`src/rtl/divpulse_pkg.sv`:
```
package divpulse_pkg;

    typedef enum logic [0:0] {
        PH_IDLE  = 1'b0,
        PH_BURST = 1'b1
    } phase_t;

endpackage

```
`src/rtl/divp_sync.sv`:
```
module divp_sync #(
    parameter int SYNC_DEPTH = 2
) (
    input  logic clk,
    input  logic rst,
    input  logic async_in,
    output logic level_out
);
    logic [SYNC_DEPTH-1:0] chain;

    generate
        for (genvar g = 0; g < SYNC_DEPTH; g++) begin : g_stage
            always_ff @(posedge clk) begin
                if (rst) begin
                    chain[g] <= 1'b0;
                end else begin
                    if (g == 0) chain[g] <= async_in;
                    else        chain[g] <= chain[(g == 0) ? 0 : g-1];
                end
            end
        end
    endgenerate

    assign level_out = chain[SYNC_DEPTH-1];
endmodule

```
`src/rtl/divp_seq.sv`:
```
module divp_seq
    import divpulse_pkg::*;
#(
    parameter int STAGES = 8
) (
    input  logic              clk,
    input  logic              rst,
    input  logic              level,
    output phase_t            phase,
    output logic [STAGES-1:0] held_idx
);
    phase_t            phase_q, phase_d;
    logic [STAGES-1:0] next_idx;
    logic              arm;

    // state register
    always_ff @(posedge clk) begin
        if (rst) phase_q <= PH_IDLE;
        else     phase_q <= phase_d;
    end

    // transitions: ARM and DROP
    always_comb begin
        phase_d = phase_q;
        arm     = 1'b0;
        unique case (phase_q)
            PH_IDLE: begin
                if (level) begin
                    phase_d = PH_BURST;
                    arm     = 1'b1;
                end
            end
            PH_BURST: begin
                if (!level) phase_d = PH_IDLE;
            end
            default: phase_d = PH_IDLE;
        endcase
    end

    // index capture and advance on ARM
    always_ff @(posedge clk) begin
        if (rst) begin
            next_idx <= '0;
            held_idx <= '0;
        end else if (arm) begin
            held_idx <= next_idx;
            next_idx <= next_idx + 1'b1;
        end
    end

    assign phase = phase_q;
endmodule

```
`src/rtl/divp_gate.sv`:
```
module divp_gate
    import divpulse_pkg::*;
#(
    parameter int STAGES = 8
) (
    input  phase_t            phase,
    input  logic [STAGES-1:0] held_idx,
    output logic [STAGES-1:0] pulses
);
    logic [STAGES-1:0] zero_run;
    logic              window;

    assign window = (phase == PH_BURST);

    generate
        for (genvar g = 0; g < STAGES; g++) begin : g_ripple
            if (g == 0) begin : g_first
                assign zero_run[g] = ~held_idx[g];
            end else begin : g_next
                assign zero_run[g] = zero_run[g-1] & ~held_idx[g];
            end
            assign pulses[g] = zero_run[g] & window;
        end
    endgenerate
endmodule

```
`src/rtl/divpulse_top.sv`:
```
module divpulse_top
    import divpulse_pkg::*;
#(
    parameter int STAGES     = 8,
    parameter int SYNC_DEPTH = 2
) (
    input  logic              clk,
    input  logic              rst,
    input  logic              trig_in,
    output logic [STAGES-1:0] div_out
);
    logic              trig_lvl;
    phase_t            phase;
    logic [STAGES-1:0] held_idx;

    divp_sync #(.SYNC_DEPTH(SYNC_DEPTH)) u_sync (
        .clk       (clk),
        .rst       (rst),
        .async_in  (trig_in),
        .level_out (trig_lvl)
    );

    divp_seq #(.STAGES(STAGES)) u_seq (
        .clk      (clk),
        .rst      (rst),
        .level    (trig_lvl),
        .phase    (phase),
        .held_idx (held_idx)
    );

    divp_gate #(.STAGES(STAGES)) u_gate (
        .phase    (phase),
        .held_idx (held_idx),
        .pulses   (div_out)
    );
endmodule

```
`config.mk`:
```
export PLATFORM = sky130hd
export DESIGN_NAME = divpulse_top
export DESIGN_NICKNAME = d
export VERILOG_FILES = /design/src/rtl/divpulse_pkg.sv /design/src/rtl/divp_sync.sv /design/src/rtl/divp_seq.sv /design/src/rtl/divp_gate.sv /design/src/rtl/divpulse_top.sv
export SDC_FILE = /design/constraint.sdc
export NUM_CORES = 1
export LEC_CHECK = 0
export ABC_AREA = 1
export BUFFER_PORTS_ARGS = -buffer_cell sky130_fd_sc_hd__buf_2
export CORE_UTILIZATION = 45
export CTS_BUF_LIST = sky130_fd_sc_hd__clkbuf_8
export DETAILED_ROUTE_END_ITERATION = 16
export PLACE_DENSITY = 0.73
export SYNTH_ARGS = -nofsm -noshare
export SYNTH_HDL_FRONTEND = slang
export SYNTH_SLANG_ARGS = --single-unit
```
`constraint.sdc`:
```
create_clock -name clk -period 1 [get_ports clk]
set_input_delay 0.15 -clock clk [delete_from_list [all_inputs] [get_ports clk]]
set_output_delay 0.15 -clock clk [all_outputs]
set_load 0.05 [all_outputs]
```
==> flow_summary.yaml, run 1 <==
pwr:
  seqPwrFrac: 0.510
  vdd_drop_max_mv: 0.920
  leakage_uw: 0.000556
  swShare: 0.269
  p_clk_frac: 0.346
  power_density_nw_per_um2: 1200
  p_int_uw: 1150
  pwr-share-comb: 0.144
  p_switching_uw: 423
clock_network:
  clock_sinks: 19
  ctsHoldBuffers: 0
  htree_levels: 1
  cts_buffers: 3
  clkLatencyLatePin_ns: 0.26
  clkTransAtPathRegs_ns: 0.07
  cts_root_buf: "clkbuf_8"
  cts_buffer_depth: 2
  cts_tree: "yes"
sta:
  drv_slew: 0
  rsz0062_at_grt: "true"
  relSlewSlack: 0.807
  worst_pin_slew_ns: 0.288
  clock.fmax_ghz: 0.657
  finalHoldViolations: 0
  worst_slack_ns: -0.522
  setup_violations: 24
  fin_crit_ns: 1.52
  fin_worst_skew_ns: 0.00144
  period_share: 1.52
place:
  pre_cts_slack_ns: -0.310
  dp_hpwl_um: 1200
  gp_congestion: 0.823
  placement.io_buffers: 10
drt:
  post_drt_via_cell_ratio: 5.16
  routed_wl_um: 2370
  drt_iter0_drc: 43
  antenna_left: 0
  drtPass1Iterations: 4
  num_vias: 851
  drcViolationCount: 0
  wl_per_cell_um: 14.4
die:
  die-area_sq_um: 1980
  ios: 11
  die_h_um: 44.5
  die_x_um: 44.5
  rows: 14
  start_util: 0.509
  core_area_sq_um: 1590
critical_path:
  slowest_stage: "dfxtp_2"
  worst_ep_arrival_time_ns: 1.37
  crit_chain: "inv_2 -> nor3_4 -> nand2_4 -> nor4_4 -> buf_6"
  worst-path-buf-inv: 2
  crit_family: "simple AND/OR/NAND/NOR gates"
  cp-end-kind: "primary output"
  critPathKind: "register to primary output"
  crit_fanout: 6
  setup.worst_path.start_class: "register"
  slowest_delay_ns: 0.34
  crit_path_start: "u_seq.phase$_SDFF_PP0_"
  cp.required_ns: 0.85
  timing.rr.start: "u_seq.phase$_SDFF_PP0_"
grt:
  antenna_found_initial: 0
  grt_usage: 0.236
  overflow: 0
  grt_pass1_wl_um: 3290
  grt_max_degree: 12
  grt_pass1_vias: 793
min_path:
  min-delay-start: "trig_in"
  min_path_type: "primary input to register"
flow_run:
  max-cap-violations: 0
logic_synthesis:
  seq_area_frac_synth: 0.468
  synthTopCellsByCount: "nor2_1, dfxtp_1, inv_1"
  yosys-top-cells-area: "dfxtp_1, nor2_1, inv_1"
  yosys_warnings: 0
  yosysTopAreaCell: "dfxtp_1"
  ys.flop_type: "dfxtp_1"
  synth_area_sq_um: 812
  synth.most_common_cell: "nor2_1"
  synth_cells: 108
  async_flop_share: 0
  synth_top_area_share: 0.468
  synth_cell_types: 21
  synth_area_per_cell_sq_um: 7.52
  synth-edff-count: 0
  syn-num-nets: 112
  synth_seq_cells: 19
cells_and_area:
  fin_util: 0.819
  fillerInstances: 79
  diodes: 0
  drive_gt1_frac: 0.518
  area_growth_syn_to_layout_pct: 60.9
  nets: 146
outcome:
  status: "finished, violations left"
  violations: "negative setup slack"
cells in the final DEF (no fill, tap or decap), drive strengths merged, types with 3 or more instances in the layout:
cell type	netlist	layout
a21oi	8	8
nand3	5	5
nand2	14	14
clkbuf	0	3
o21ai	8	8
inv	17	18
nor3	4	4
buf	3	31
nor2	25	25
dfxtp	19	19
area by class of cell:
class                           count  area [sq um]  share of cell area
Timing Repair inverter              1          6.26             0.00479
Timing Repair Buffer               31           274               0.210
Sequential cell                    19           384               0.294
Tap cell                           24          30.0              0.0230
Clock inverter                      1          3.75             0.00287
Inverter                           17          68.8              0.0527
Clock buffer                        3          41.3              0.0316
Multi-Input combinational cell     69           498               0.381
state kept, by name, summed over array words and instances, names as in the netlist:
register          count
u_seq.held_idx        8
u_seq.next_idx        8
u_seq.phase           1
u_sync.chain          1
u_sync.level_out      1
logic make-up (layout without fill, tap and decap cells):
kind of cell,count (synthesis),in the layout,share of synthesized area
simple gates,51,51,0.302
buf+inv,20,53,0.105
flops,19,19,0.468
compound gates,16,16,0.0986
fa+ha+maj,1,1,0.0154
xor+xnor,1,1,0.0108
per-layer routing:
layer  track usage  share of wire
met1         0.248           0.41
met2         0.444           0.51
met3        0.0490          0.064
met4         0.103          0.013
met5             0              0
metrics by stage:
step | total power, uW | cell area, sq um | hold slack (ns) | std cells | TNS (ns)
5_1_grt | 1610 | 1310 | 0.0987 | 165 | -7.34
2_1_floorplan | 925 | 863 | 0.257 | 108 | -4.26
4_1_cts | 1510 | 1200 | 0.103 | 161 | -3.68
3_3_place_gp | 979 | 1050 | 0.355 | 156 | -1.38
3_5_place_dp | 983 | 1050 | 0.363 | 156 | -1.80
6_report | 1570 | 1310 | 0.0863 | 165 | -5.98
timing repair:
action	in CTS	in global routing
pin swaps	10	10
cloned	0	1
setup buffers	3	4
resized for setup	30	28
setup endpoints to repair	20	24
worst paths after layout:
kind | cells after the start | to | slack, ns
worst max-delay path | 5 | div_out[7] | -0.52
worst min-delay path | 3 | u_sync.chain[0]$_SDFF_PP0_ | 0.09
worst max register to register | 9 | u_seq.next_idx[7]$_SDFFE_PP0P_ | -0.37
worst min register to register | 2 | u_sync.level_out$_SDFF_PP0_ | 0.40
tightest hold or removal path, stage by stage:
cell and delay (ns):
buf_2 0.07, inv_1 0.03, nor2_1 0.06
power groups by stage:
stage,Sequential (uW),Combinational (uW),Clock (uW)
after floorplan,816,109,0
after global placement,813,166,0
after detailed placement,814,170,0
after CTS,798,195,518
after global routing,803,241,563
final,801,226,542
No activity file was read; power rests on OpenSTA's default activity.
==> run 2, diff against run 1 <==
--- a/config.mk
+++ b/config.mk
@@ -7,6 +7,7 @@
 export LEC_CHECK = 0
 export ABC_AREA = 1
 export BUFFER_PORTS_ARGS = -buffer_cell sky130_fd_sc_hd__buf_2
+export CORE_ASPECT_RATIO = 0.75
 export CORE_UTILIZATION = 45
 export CTS_BUF_LIST = sky130_fd_sc_hd__clkbuf_8
 export DETAILED_ROUTE_END_ITERATION = 16
==> run 2 against run 1 <==
The flow still finishes with violations (negative setup slack). Utilization rose by 4.1 points. Final area rose by 3.8%. Critical path depth did not move. First-iteration DRC count fell by 4.7%. Non-clock buffer count rose by 1. Wire length rose by 9.7%. Global-route usage rose by 1.6 points. Die area barely moved. Setup slack got worse by 0.066 ns.
==> flow_summary.yaml, run 2 (synthesized netlist as in run 1, its figures left out) <==
outcome:
  status: "finished, violations left"
  violations: "negative setup slack"
sta:
  rsz0062_at_grt: "true"
  relSlewSlack: 0.721
  fin_crit_ns: 1.59
  worst_hold_slack_ns: 0.0942
  fin_worst_skew_ns: 0.00497
  period_share: 1.59
  fin_tns_setup_ns: -6.22
  setup_violations: 24
  drv_slew: 0
  clock.fmax_ghz: 0.630
  worst_pin_slew_ns: 0.419
  worst_slack_ns: -0.588
  finalHoldViolations: 0
critical_path:
  cp-end-kind: "primary output"
  crit_chain: "nor3_4 -> nand2_4 -> buf_12 -> nor3_4 -> buf_6"
  crit_fanout: 5
  cp.required_ns: 0.85
  setup.worst_path.start_class: "register"
  critPathKind: "register to primary output"
  slowest_stage: "dfxtp_2"
  critPathMostFrequentCell: "nor3_4"
  worst_ep_arrival_time_ns: 1.44
  slowest_delay_ns: 0.35
  crit_family: "simple AND/OR/NAND/NOR gates"
  worst-path-buf-inv: 2
drt:
  post_drt_via_cell_ratio: 5.25
  antenna_left: 0
  wl_per_cell_um: 15.9
  drtPass1Iterations: 4
  routed_wl_um: 2600
  drcViolationCount: 0
  drt_iter0_drc: 41
  num_vias: 856
cells_and_area:
  mostFrequentLayoutCells: "nor2_1, buf_4, dfxtp_1"
  fin_area_sq_um: 1360
  drive_gt1_frac: 0.528
  diodes: 0
  layout_commonest_cell: "nor2_1"
  reg_top3: "u_seq.held_idx x8, u_seq.next_idx x8"
  area_growth_syn_to_layout_pct: 67.0
  nets: 147
grt:
  antenna_found_initial: 0
  grt_usage: 0.252
  overflow: 0
  grt_max_degree: 13
  grt_pass1_vias: 746
  grt_pass1_wl_um: 3420
pwr:
  totalPowerFinal_uw: 1580
  vdd_drop_max_mv: 1.06
  power_density_nw_per_um2: 1170
  leakage_uw: 0.000572
clock_network:
  ctsHoldBuffers: 0
  clkTransAtPathRegs_ns: 0.07
  clock_sinks: 19
  htree_levels: 1
  cts_buffer_depth: 2
  cts_root_buf: "clkbuf_8"
  cts_buffers: 3
  clkLatencyLatePin_ns: 0.26
  cts_tree: "yes"
die:
  die_h_um: 38.8
  ios: 11
  core_area_sq_um: 1580
  die_x_um: 51.1
  start_util: 0.515
  die-area_sq_um: 1980
  rows: 12
flow_run:
  max-cap-violations: 0
place:
  dp_hpwl_um: 1160
  placement.io_buffers: 10
  gp_congestion: 0.780
  postPlaceCellArea_sq_um: 1050
min_path:
  min_path_type: "primary input to register"
## run 2: changes by cell type in the layout (fill, tap and decap cells not counted), moves of 2 or more
cell	delta
dfxtp_1	-3
buf_12	+2
buf_8	+2
nor2_2	-4
dfxtp_2	+3
nor2_1	+5
nand3_1	-2
nand3_2	+2
## run 2: repair_timing
item / CTS / global route
endpoints found under the setup margin: 21 / 24
resized for setup: 44 / 17
pin swaps: 5 / 12
gates cloned: 1 / 0
buffers inserted: 1 / 4
## run 2: final cells by class
class	instances	area (sq um)
multi-input combinational	69	498
sequential	19	388
timing repair buffer	32	320
fill	69	220
inverter	17	71.3
clock buffer	3	41.3
tap	21	26.3
timing repair inverter	1	7.51
clock inverter	1	3.75
## run 2: worst register-to-register path, delay by kind of cell, from the launching register on
family / cells / cell delay (ns)
buffers and inverters: 3 / 0.31
and+or+nand+nor: 2 / 0.41
DFF: 1 / 0.33
AOI/OAI and AO/OA: 1 / 0.15
## run 2: layer usage
layer	global-route usage	wire, um	vias up
met5	0	0	-
met4	0.0833	101	0
met3	0.0706	196	14
met2	0.454	1280	44
met1	0.292	1020	388
li1	-	-	410
## run 2: power breakdown
group / switching, uW / total [uW] / internal [uW]
sequential: 23.7 / 805 / 782
combinational: 143 / 246 / 102
clock: 256 / 530 / 274
## run 2: metrics by stage
stage | util | instances | setup WS, ns
after floorplan | - | 108 | -0.775
after global placement | 0.663 | 153 | -0.256
after detailed placement | 0.663 | 153 | -0.289
after CTS | 0.787 | 159 | -0.474
after global routing | 0.860 | 163 | -0.625
final | 0.860 | 163 | -0.588
## run 2: path summary, 6_finish.rpt
check | slack [ns] | from | endpoint | cells past startpoint
worst min register to register | 0.40 | u_sync.chain[0]$_SDFF_PP0_ | u_sync.level_out$_SDFF_PP0_ | 2
worst max-delay path | -0.59 | u_seq.held_idx[0]$_SDFFE_PP0P_ | div_out[6] | 5
worst max register to register | -0.26 | u_seq.phase$_SDFF_PP0_ | u_seq.next_idx[0]$_SDFFE_PP0P_ | 6
worst min-delay path | 0.09 | trig_in | u_sync.chain[0]$_SDFF_PP0_ | 3
==> run 3, diff against run 2 <==
--- a/config.mk
+++ b/config.mk
@@ -12,6 +12,8 @@
 export CTS_BUF_LIST = sky130_fd_sc_hd__clkbuf_8
 export DETAILED_ROUTE_END_ITERATION = 16
 export PLACE_DENSITY = 0.73
+export RECOVER_POWER = 100
+export REMOVE_ABC_BUFFERS = 1
 export SYNTH_ARGS = -nofsm -noshare
 export SYNTH_HDL_FRONTEND = slang
 export SYNTH_SLANG_ARGS = --single-unit
==> run 3 against run 2 <==
The run still ends with negative setup slack left. First-iteration DRC count shrank 56%. Utilization shrank 5.6 points. Wire length shrank 17%. Register-to-register slack better by 0.04 ns. Critical path type unchanged. Critical endpoint is now div_out[7].
==> flow_summary.yaml, run 3 (synthesized netlist as in run 1, its figures left out) <==
place:
  dp_hpwl_um: 1210
  gp_congestion: 0.767
  placement.io_buffers: 10
  pre_cts_slack_ns: -0.238
pwr:
  power_density_nw_per_um2: 1200
  totalPowerFinal_uw: 1520
  leakage_uw: 0.000558
  vdd_drop_max_mv: 1.55
flow_run:
  max-cap-violations: 0
clock_network:
  cts_buffer_depth: 2
  cts_buffers: 3
  htree_levels: 1
  cts_root_buf: "clkbuf_8"
  clkLatencyLatePin_ns: 0.25
  ctsHoldBuffers: 0
  clock_sinks: 19
  cts_tree: "yes"
  clkTransAtPathRegs_ns: 0.07
critical_path:
  cp.required_ns: 0.85
  rrSetupSlack_ns: -0.22
  crit_fanout: 6
  worst-r2r-cell-count: 7
  setup.worst_path.start_class: "register"
  worst_ep_arrival_time_ns: 1.29
  cp-end-kind: "primary output"
  critPathKind: "register to primary output"
grt:
  grt_max_degree: 11
  grt_pass1_wl_um: 2950
  grt_pass1_vias: 706
  overflow: 0
  grt_usage: 0.215
  antenna_found_initial: 0
outcome:
  violations: "negative setup slack"
  status: "finished, violations left"
cells_and_area:
  nets: 147
  layout_commonest_cell: "buf_4"
  drive_gt1_frac: 0.479
  seq_area_sq_um: 387
  fin_util: 0.804
  area_growth_syn_to_layout_pct: 56.1
  multi_input_area_sq_um: 462
  diodes: 0
  fillerInstances: 91
  mostFrequentLayoutCells: "buf_4, nor2_1, dfxtp_1"
  reg_top3: "u_seq.held_idx x8, u_seq.next_idx x8"
die:
  rows: 12
  die_h_um: 38.8
  start_util: 0.515
  die_x_um: 51.1
  core_area_sq_um: 1580
  ios: 11
  die-area_sq_um: 1980
sta:
  fin_tns_setup_ns: -4.00
  finalHoldViolations: 0
  fin_worst_skew_ns: 0.00276
  clock.fmax_ghz: 0.696
  fin_crit_ns: 1.44
  worst_pin_slew_ns: 0.351
  setup_violations: 23
  period_share: 1.44
  rsz0062_at_grt: "true"
  drv_slew: 0
  worst_slack_ns: -0.437
  relSlewSlack: 0.766
  worst_hold_slack_ns: 0.0961
min_path:
  min_path_type: "primary input to register"
  worstHoldPathCells: 3
drt:
  routed_wl_um: 2160
  drtPass1Iterations: 4
  drt_iter0_drc: 18
  wl_per_cell_um: 13.2
  antenna_left: 0
  post_drt_via_cell_ratio: 5.15
  num_vias: 839
  drcViolationCount: 0
## run 3: cell types whose count changed in the layout (fill, tap and decap cells not counted), sizes merged
cell / change
clkbuf: +1
clkinv: -1
clkinvlp: -1
inv: +1
## run 3: layout make-up
type / count / share of cell area
Multi-Input combinational cell: 69 / 0.364
Tap cell: 21 / 0.0207
Clock inverter: 1 / 0.00296
Clock buffer: 3 / 0.0326
Inverter: 17 / 0.0523
Timing Repair Buffer: 33 / 0.222
Sequential cell: 19 / 0.305
## run 3: power breakdown
group	internal (uW)	switching (uW)	leakage, uW
logic	89.6	117	0.000374
registers	782	19.6	0.000157
clock network	273	237	0.0000269
## run 3: worst max-delay path: stages, from the launching register on
cell,delay (ns)
dfxtp_2,0.33
nor3_4,0.20
nand2_2,0.12
nor4_2,0.15
buf_4,0.23
## run 3: timing repair
action	4_1_cts	5_1_grt
pin swaps	7	12
endpoints found under the hold margin	0	0
gates resized for setup	35	22
setup endpoints to repair	18	23
buffers inserted	4	2
## run 3: final timing paths
kind | from | to
worst min register to register | u_sync.chain[0]$_SDFF_PP0_ | u_sync.level_out$_SDFF_PP0_
worst min-delay path | trig_in | u_sync.chain[0]$_SDFF_PP0_
worst max register to register | u_seq.phase$_SDFF_PP0_ | u_seq.next_idx[7]$_SDFFE_PP0P_
worst max-delay path | u_seq.held_idx[0]$_SDFFE_PP0P_ | div_out[7]
## run 3: per-layer routing
layer / track usage / wire length [um] / vias up / share of wire
li1: - / - / 408 / -
met1: 0.245 / 973 / 397 / 0.45
met2: 0.368 / 1030 / 26 / 0.48
met3: 0.0784 / 93 / 8 / 0.043
met4: 0.0903 / 58 / 0 / 0.027
met5: 0 / 0 / - / 0
## run 3: metrics by stage
step                cell area, sq um  instances
detailed placement              1010        155
global route                    1270        163
CTS                             1200        162
floorplan                        791        105
finish                          1270        163
global placement                1010        155
